===== src/rtl/hip_pkg.sv =====
package hip_pkg;
  parameter int HOST_W   = 16;
  parameter int ADDR_W   = 2 * HOST_W;
  parameter int WORD_LSB = 5;
  localparam int LOC_W   = 2 * HOST_W;
  localparam int LADDR_W = ADDR_W - WORD_LSB;

  typedef logic [HOST_W-1:0] hword_t;
  typedef logic [ADDR_W-1:0] addr_t;

  typedef enum logic [1:0] {
    OFS_ADDR_LO = 2'd0,
    OFS_ADDR_HI = 2'd1,
    OFS_DATA    = 2'd2,
    OFS_RSVD    = 2'd3
  } port_ofs_e;

  // Next local word address: one 32-bit word further on.
  function automatic addr_t word_step(input addr_t a);
    return a + (addr_t'(1) << WORD_LSB);
  endfunction

  // Undefined when increment is on and the two trigger bits disagree.
  function automatic logic bad_mode(input logic inc, input logic pfw, input logic ai);
    return inc & (pfw ^ ai);
  endfunction
endpackage


===== src/rtl/hip_mode_dec.sv =====
module hip_mode_dec
  import hip_pkg::*;
(
  input  logic inc_en,
  input  logic cfg_pfw,
  input  logic cfg_ai_wr,
  output logic mode_ok,
  output logic trig_all,
  output logic mode_err
);
  assign mode_err = bad_mode(inc_en, cfg_pfw, cfg_ai_wr);
  assign mode_ok  = ~mode_err;
  assign trig_all = ~cfg_ai_wr;

  always_comb begin
    AST_ERR_MATCHES_BITS: assert (mode_err == (inc_en && (cfg_pfw != cfg_ai_wr)));
  end
endmodule


===== src/rtl/hip_addr_regs.sv =====
module hip_addr_regs
  import hip_pkg::*;
(
  input  logic   clk,
  input  logic   rst_n,
  input  logic   ld_lo,
  input  logic   ld_hi,
  input  hword_t wdata,
  input  logic   data_acc,
  input  logic   is_wr,
  input  logic   mode_ok,
  input  logic   trig_all,
  output addr_t  addr,
  output logic   half
);
  logic step_half;
  logic step_addr;

  assign step_half = data_acc & mode_ok;
  assign step_addr = step_half & half & (trig_all | is_wr);

  always_ff @(posedge clk or negedge rst_n) begin
    if (!rst_n) begin
      addr <= '0;
      half <= 1'b0;
    end else if (ld_lo || ld_hi) begin
      if (ld_lo) addr[HOST_W-1:0]      <= wdata;
      if (ld_hi) addr[ADDR_W-1:HOST_W] <= wdata;
      half <= 1'b0;
    end else begin
      if (step_addr) addr <= word_step(addr);
      if (step_half) half <= ~half;
    end
  end

  AST_LOAD_CLEARS_HALF: assert property (@(posedge clk) disable iff (!rst_n)
    (ld_lo || ld_hi) |=> !half);
  AST_BAD_MODE_FROZEN: assert property (@(posedge clk) disable iff (!rst_n)
    (data_acc && !mode_ok) |=> ($stable(half) && $stable(addr)));
  AST_READ_NO_ADVANCE: assert property (@(posedge clk) disable iff (!rst_n)
    (data_acc && !is_wr && !trig_all) |=> $stable(addr));
  AST_LOWER_NO_ADVANCE: assert property (@(posedge clk) disable iff (!rst_n)
    (data_acc && !half) |=> $stable(addr));
endmodule


===== src/rtl/hip_loc_side.sv =====
module hip_loc_side
  import hip_pkg::*;
(
  input  logic               clk,
  input  logic               rst_n,
  input  logic               port_en,
  input  logic               inc_en,
  input  logic               data_acc,
  input  logic               areg_acc,
  input  logic               is_wr,
  input  addr_t              addr,
  input  logic               half,
  input  hword_t             wdata,
  output logic [LADDR_W-1:0] loc_addr,
  output logic               loc_cs_n,
  output logic [LOC_W-1:0]   loc_wdata,
  output logic               loc_we,
  output logic               loc_half
);
  localparam int NHALF = LOC_W / HOST_W;

  logic                          wr_hit;
  logic [NHALF-1:0][HOST_W-1:0]  lat_nxt;

  assign wr_hit = data_acc & is_wr;

  for (genvar h = 0; h < NHALF; h++) begin : g_half
    assign lat_nxt[h] = (wr_hit && (32'(half) == h)) ? wdata
                                                      : loc_wdata[h*HOST_W +: HOST_W];
  end

  always_ff @(posedge clk or negedge rst_n) begin
    if (!rst_n) begin
      loc_addr  <= '0;
      loc_cs_n  <= 1'b1;
      loc_wdata <= '0;
      loc_we    <= 1'b0;
      loc_half  <= 1'b0;
    end else begin
      loc_we    <= wr_hit;
      loc_wdata <= lat_nxt;
      if (data_acc) begin
        loc_addr <= addr[ADDR_W-1:WORD_LSB];
        loc_half <= half;
      end
      if (!port_en || areg_acc) loc_cs_n <= 1'b1;
      else if (data_acc)        loc_cs_n <= 1'b0;
      else if (!inc_en)         loc_cs_n <= 1'b1;
    end
  end

  AST_CS_LOW_ON_DATA: assert property (@(posedge clk) disable iff (!rst_n)
    data_acc |=> !loc_cs_n);
  AST_CS_HIGH_ON_AREG: assert property (@(posedge clk) disable iff (!rst_n)
    areg_acc |=> loc_cs_n);
  AST_NOINC_RELEASE: assert property (@(posedge clk) disable iff (!rst_n)
    (!inc_en && !data_acc) |=> loc_cs_n);
  AST_DISABLED_IDLE: assert property (@(posedge clk) disable iff (!rst_n)
    !port_en |=> (loc_cs_n && !loc_we));
  AST_WE_ONLY_ON_WRITE: assert property (@(posedge clk) disable iff (!rst_n)
    !wr_hit |=> !loc_we);
endmodule


===== src/rtl/hip_indirect_port.sv =====
module hip_indirect_port
  import hip_pkg::*;
(
  input  logic               clk,
  input  logic               rst_n,
  input  logic               port_en,
  input  logic               inc_en,
  input  logic               cfg_pfw,
  input  logic               cfg_ai_wr,
  input  logic               host_rd,
  input  logic               host_wr,
  input  logic [1:0]         host_ofs,
  input  logic [HOST_W-1:0]  host_wdata,
  output logic [HOST_W-1:0]  host_rdata,
  output logic [LADDR_W-1:0] loc_addr,
  output logic               loc_cs_n,
  output logic [LOC_W-1:0]   loc_wdata,
  output logic               loc_we,
  output logic               loc_half,
  input  logic [LOC_W-1:0]   loc_rdata,
  output logic               mem_map_en,
  output logic               mode_err
);
  port_ofs_e ofs;
  logic      any_acc, data_acc, areg_acc, ld_lo, ld_hi;
  logic      mode_ok, trig_all, half;
  addr_t     addr;

  assign ofs      = port_ofs_e'(host_ofs);
  assign any_acc  = port_en & (host_rd | host_wr);
  assign data_acc = any_acc & (ofs == OFS_DATA);
  assign areg_acc = any_acc & ((ofs == OFS_ADDR_LO) | (ofs == OFS_ADDR_HI));
  assign ld_lo    = port_en & host_wr & (ofs == OFS_ADDR_LO);
  assign ld_hi    = port_en & host_wr & (ofs == OFS_ADDR_HI);
  assign mem_map_en = ~port_en;

  hip_mode_dec u_mode (
    .inc_en    (inc_en),
    .cfg_pfw   (cfg_pfw),
    .cfg_ai_wr (cfg_ai_wr),
    .mode_ok   (mode_ok),
    .trig_all  (trig_all),
    .mode_err  (mode_err)
  );

  hip_addr_regs u_addr (
    .clk      (clk),
    .rst_n    (rst_n),
    .ld_lo    (ld_lo),
    .ld_hi    (ld_hi),
    .wdata    (host_wdata),
    .data_acc (data_acc),
    .is_wr    (host_wr),
    .mode_ok  (mode_ok),
    .trig_all (trig_all),
    .addr     (addr),
    .half     (half)
  );

  hip_loc_side u_loc (
    .clk       (clk),
    .rst_n     (rst_n),
    .port_en   (port_en),
    .inc_en    (inc_en),
    .data_acc  (data_acc),
    .areg_acc  (areg_acc),
    .is_wr     (host_wr),
    .addr      (addr),
    .half      (half),
    .wdata     (host_wdata),
    .loc_addr  (loc_addr),
    .loc_cs_n  (loc_cs_n),
    .loc_wdata (loc_wdata),
    .loc_we    (loc_we),
    .loc_half  (loc_half)
  );

  always_comb begin
    host_rdata = '0;
    if (port_en) begin
      unique case (ofs)
        OFS_ADDR_LO: host_rdata = addr[HOST_W-1:0];
        OFS_ADDR_HI: host_rdata = addr[ADDR_W-1:HOST_W];
        OFS_DATA:    host_rdata = half ? loc_rdata[LOC_W-1:HOST_W] : loc_rdata[HOST_W-1:0];
        default:     host_rdata = '0;
      endcase
    end
  end

  always_comb begin
    AST_DISABLED_QUIET: assert (port_en || (host_rdata == '0 && mem_map_en));
  end
endmodule


===== config.mk =====
export PLATFORM = sky130hd
export DESIGN_NAME = hip_indirect_port
export DESIGN_NICKNAME = d
export VERILOG_FILES = /design/src/rtl/hip_pkg.sv /design/src/rtl/hip_mode_dec.sv /design/src/rtl/hip_addr_regs.sv /design/src/rtl/hip_loc_side.sv /design/src/rtl/hip_indirect_port.sv
export SDC_FILE = /design/constraint.sdc
export NUM_CORES = 1
export LEC_CHECK = 0
export BUFFER_PORTS_ARGS = -buffer_cell sky130_fd_sc_hd__buf_2
export CAP_MARGIN = 10
export CELL_PAD_IN_SITES_DETAIL_PLACEMENT = 1
export CELL_PAD_IN_SITES_GLOBAL_PLACEMENT = 1
export CORE_UTILIZATION = 35
export CTS_CLUSTER_DIAMETER = 40
export CTS_CLUSTER_SIZE = 12
export DETAILED_ROUTE_END_ITERATION = 16
export GPL_ROUTABILITY_DRIVEN = 0
export PLACE_DENSITY = 0.69
export SYNTH_ARGS = -nofsm -noshare
export SYNTH_HDL_FRONTEND = slang
export SYNTH_HIERARCHICAL = 1
export SYNTH_SLANG_ARGS = --single-unit
export TNS_END_PERCENT = 1

===== constraint.sdc =====
create_clock -name clk -period 2.7 [get_ports clk]
set_input_delay 0.405 -clock clk [delete_from_list [all_inputs] [get_ports clk]]
set_output_delay 0.405 -clock clk [all_outputs]
set_load 0.02 [all_outputs]

==> impl_metrics.ini <==
[status]
outcome = complete, no violations

[yosys]
async_flop_share_pct = 100
synth_edf_count = 0
synth_area_um2 = 5010
yosysTopAreaCell = dfrtp_1
synth.avg_cell_area_um2 = 11.7
yosysSeqAreaShare_pct = 47.5
yosys_register_bits = 95
synth_cell_type_count = 55
synth-main-ff-cell = dfrtp_1
synthTopCellsByArea = dfrtp_1, mux2_2, mux2i_1
synthesis.nets = 486
synth_top_area_share_pct = 46.9
yosys_warnings = 6
syn_inst = 427

[power_and_ir_drop]
finalPower_uw = 5460
p_sw_uw = 2050
power_density_nw_per_um2 = 891
internal_power_uw = 3420
combPwrFrac_pct = 36.7
netSwitchingFraction_pct = 37.5
p_leak_uw = 0.00294
pwr-share-clk_pct = 21.2
pwr-share-seq_pct = 42.2
irDropWorstVdd_mv = 0.340

[timing]
rsz0062_at_grt = false
max_slew_margin_pct = 61.9
tns_ps = 0
maxSlewViolCount = 0
hold_violations = 0
min_period_ps = 2350
period_share_pct = 87.2
skew_ps = 5.16
fmax_mhz = 425
tightest_slew_ps = 572
layout_setup_ws_ps = 346
setup_violations = 0

[clocking]
holdBufCountCts = 0
clk_pin_slew_worst_paths_ps = 60
cts_resized = 0
cts_max_level = 3
clkLatencyLatePin_ps = 340
cts_tree = built
cts_max_path_buffers = 2
cts_buffers = 9
cts-root-buf = clkbuf_16
post_cts_buffers = 0
cts.sinks = 95

[finish]
n_antenna_cell = 0
fill_cells = 1577
drive_above_1_share_pct = 44.4
areaGrowthSynthToFinish_pct = 22.4
mostFrequentLayoutCell = buf_2
nets = 622
final_cell_mix = buf_2, dfrtp_1, mux2_2

[global_route]
grt_max_degree = 55
grt.total_usage_pct = 20.3
grt-ovfl-total = 0
grt_pass1_wl_um = 22900
grt_pass1_vias = 4110
antenna_found_initial = 0

[critical_path]
start_kind = flip-flop
cp.arrival_ps = 2580
cp-end-kind = flip-flop
critPathKind = reg -> reg
worstPathRequired_ps = 2920
crit_fanout = 6

[floorplanning]
dieWidth_um = 122
dieArea_um2 = 14800
die-height_um = 122
core_area_um2 = 13900
start_util_pct = 36.0
num_io_pins = 138
fp-row-count = 43

[worst_hold_path]
hold_path.class = in -> async

[route]
wl_per_cell_um = 19.3
first_pass_iters = 5
ant_nets = 0
initialDrtViolationCount = 291
viasPerCell = 5.37
dr_total_vias = 4014
totalWireLength_um = 14500
drc = 0

[placement]
portBuffers = 137
place_ws_ps = 224
hpwl_um = 10800

[run]
maxCapViolCount = 0
==> path summary, 6_finish.rpt <==
check / endpoint / slack (ps) / startpoint / depth (start not counted)
setup / recovery: u_addr/addr[27] / 350 / u_addr/addr[6] / 6
hold / removal: u_loc/loc_we / 50 / rst_n / 1
setup reg to reg: u_addr/addr[27] / 350 / u_addr/addr[6] / 6
hold reg to reg: u_loc/loc_wdata[4] / 500 / u_loc/loc_wdata[4] / 1
max in group asynchronous: u_addr/addr[8] / 1940 / rst_n / 2
min in group clk: u_loc/loc_wdata[1] / 350 / host_wdata[1] / 2
==> registers in the layout, indices dropped and copies added (netlist names) <==
name,flops
u_loc/loc_wdata,32
u_loc/loc_cs_n,1
u_loc/loc_addr,27
u_loc/loc_we,1
u_loc/loc_half,1
u_addr/addr,32
u_addr/half,1
==> through the flow <==
stage	instances	cell area, um2	utilization (%)	hold WS [ps]
6_report	747	6130	44.0	50.5
3_5_place_dp	732	5880	42.2	438
5_1_grt	747	6130	44.0	92.9
2_1_floorplan	427	5010	-	109
4_1_cts	747	6130	44.0	69.3
3_3_place_gp	732	5880	42.2	426
==> power by group through the flow <==
stage	combinational [uW]	sequential, uW	clock [uW]
4_1_cts	2020	2310	1200
3_3_place_gp	1970	2310	0
2_1_floorplan	913	2650	0
3_5_place_dp	2020	2330	0
6_report	2000	2300	1160
5_1_grt	2150	2380	1250
==> area by class of cell <==
type	instances	area (um2)	area share, %
repair buffers	149	791	12.9
flip-flops and latches	95	2380	38.8
well taps	180	225	3.67
clock buffers	14	254	4.14
inverters	7	26.3	0.428
clock inverters	1	5.00	0.0816
multi-input cells	301	2450	40.0
==> cell families (layout without fill, tap and decap cells) <==
| logic type | after synthesis | after routing | share of synthesized area [%] |
|---|---|---|---|
| xor gates and xnor gates | 9 | 9 | 1.57 |
| DFF | 95 | 95 | 47.5 |
| AOI/OAI and AO/OA | 78 | 78 | 10.9 |
| muxes | 100 | 100 | 23.2 |
| buffers and inverters | 31 | 171 | 3.70 |
| and+or+nand+nor | 113 | 113 | 12.9 |
| adders and majority gates | 1 | 1 | 0.250 |
==> worst max-delay path, stage by stage, from the launching register on <==
cell,delay (ps)
dfrtp_1,470
ha_1,320
nand4_2,180
or4_1,710
nor4_4,340
xnor2_1,150
o21ai_1,70
==> per-layer routing <==
metal  track usage (%)  vias to the layer above  routed length [um]
met5                 0                        -                   0
met4              5.63                        0                 147
met3              3.84                       11                 869
met2              32.9                      126                6970
met1              27.6                     2040                6470
li1                  -                     1837                   -
==> synthesized netlist by cell type, types with 6 or more instances <==
cell,n
o21ai_0,17
o22ai_2,9
nand3_1,11
mux2i_1,32
mux2_2,48
dfrtp_1,94
nand2_1,32
nor2_1,24
buf_6,6
a21oi_1,17
buf_2,6
mux2_4,20
o22ai_1,12
inv_1,7
Power figures use the tool's default switching activity.
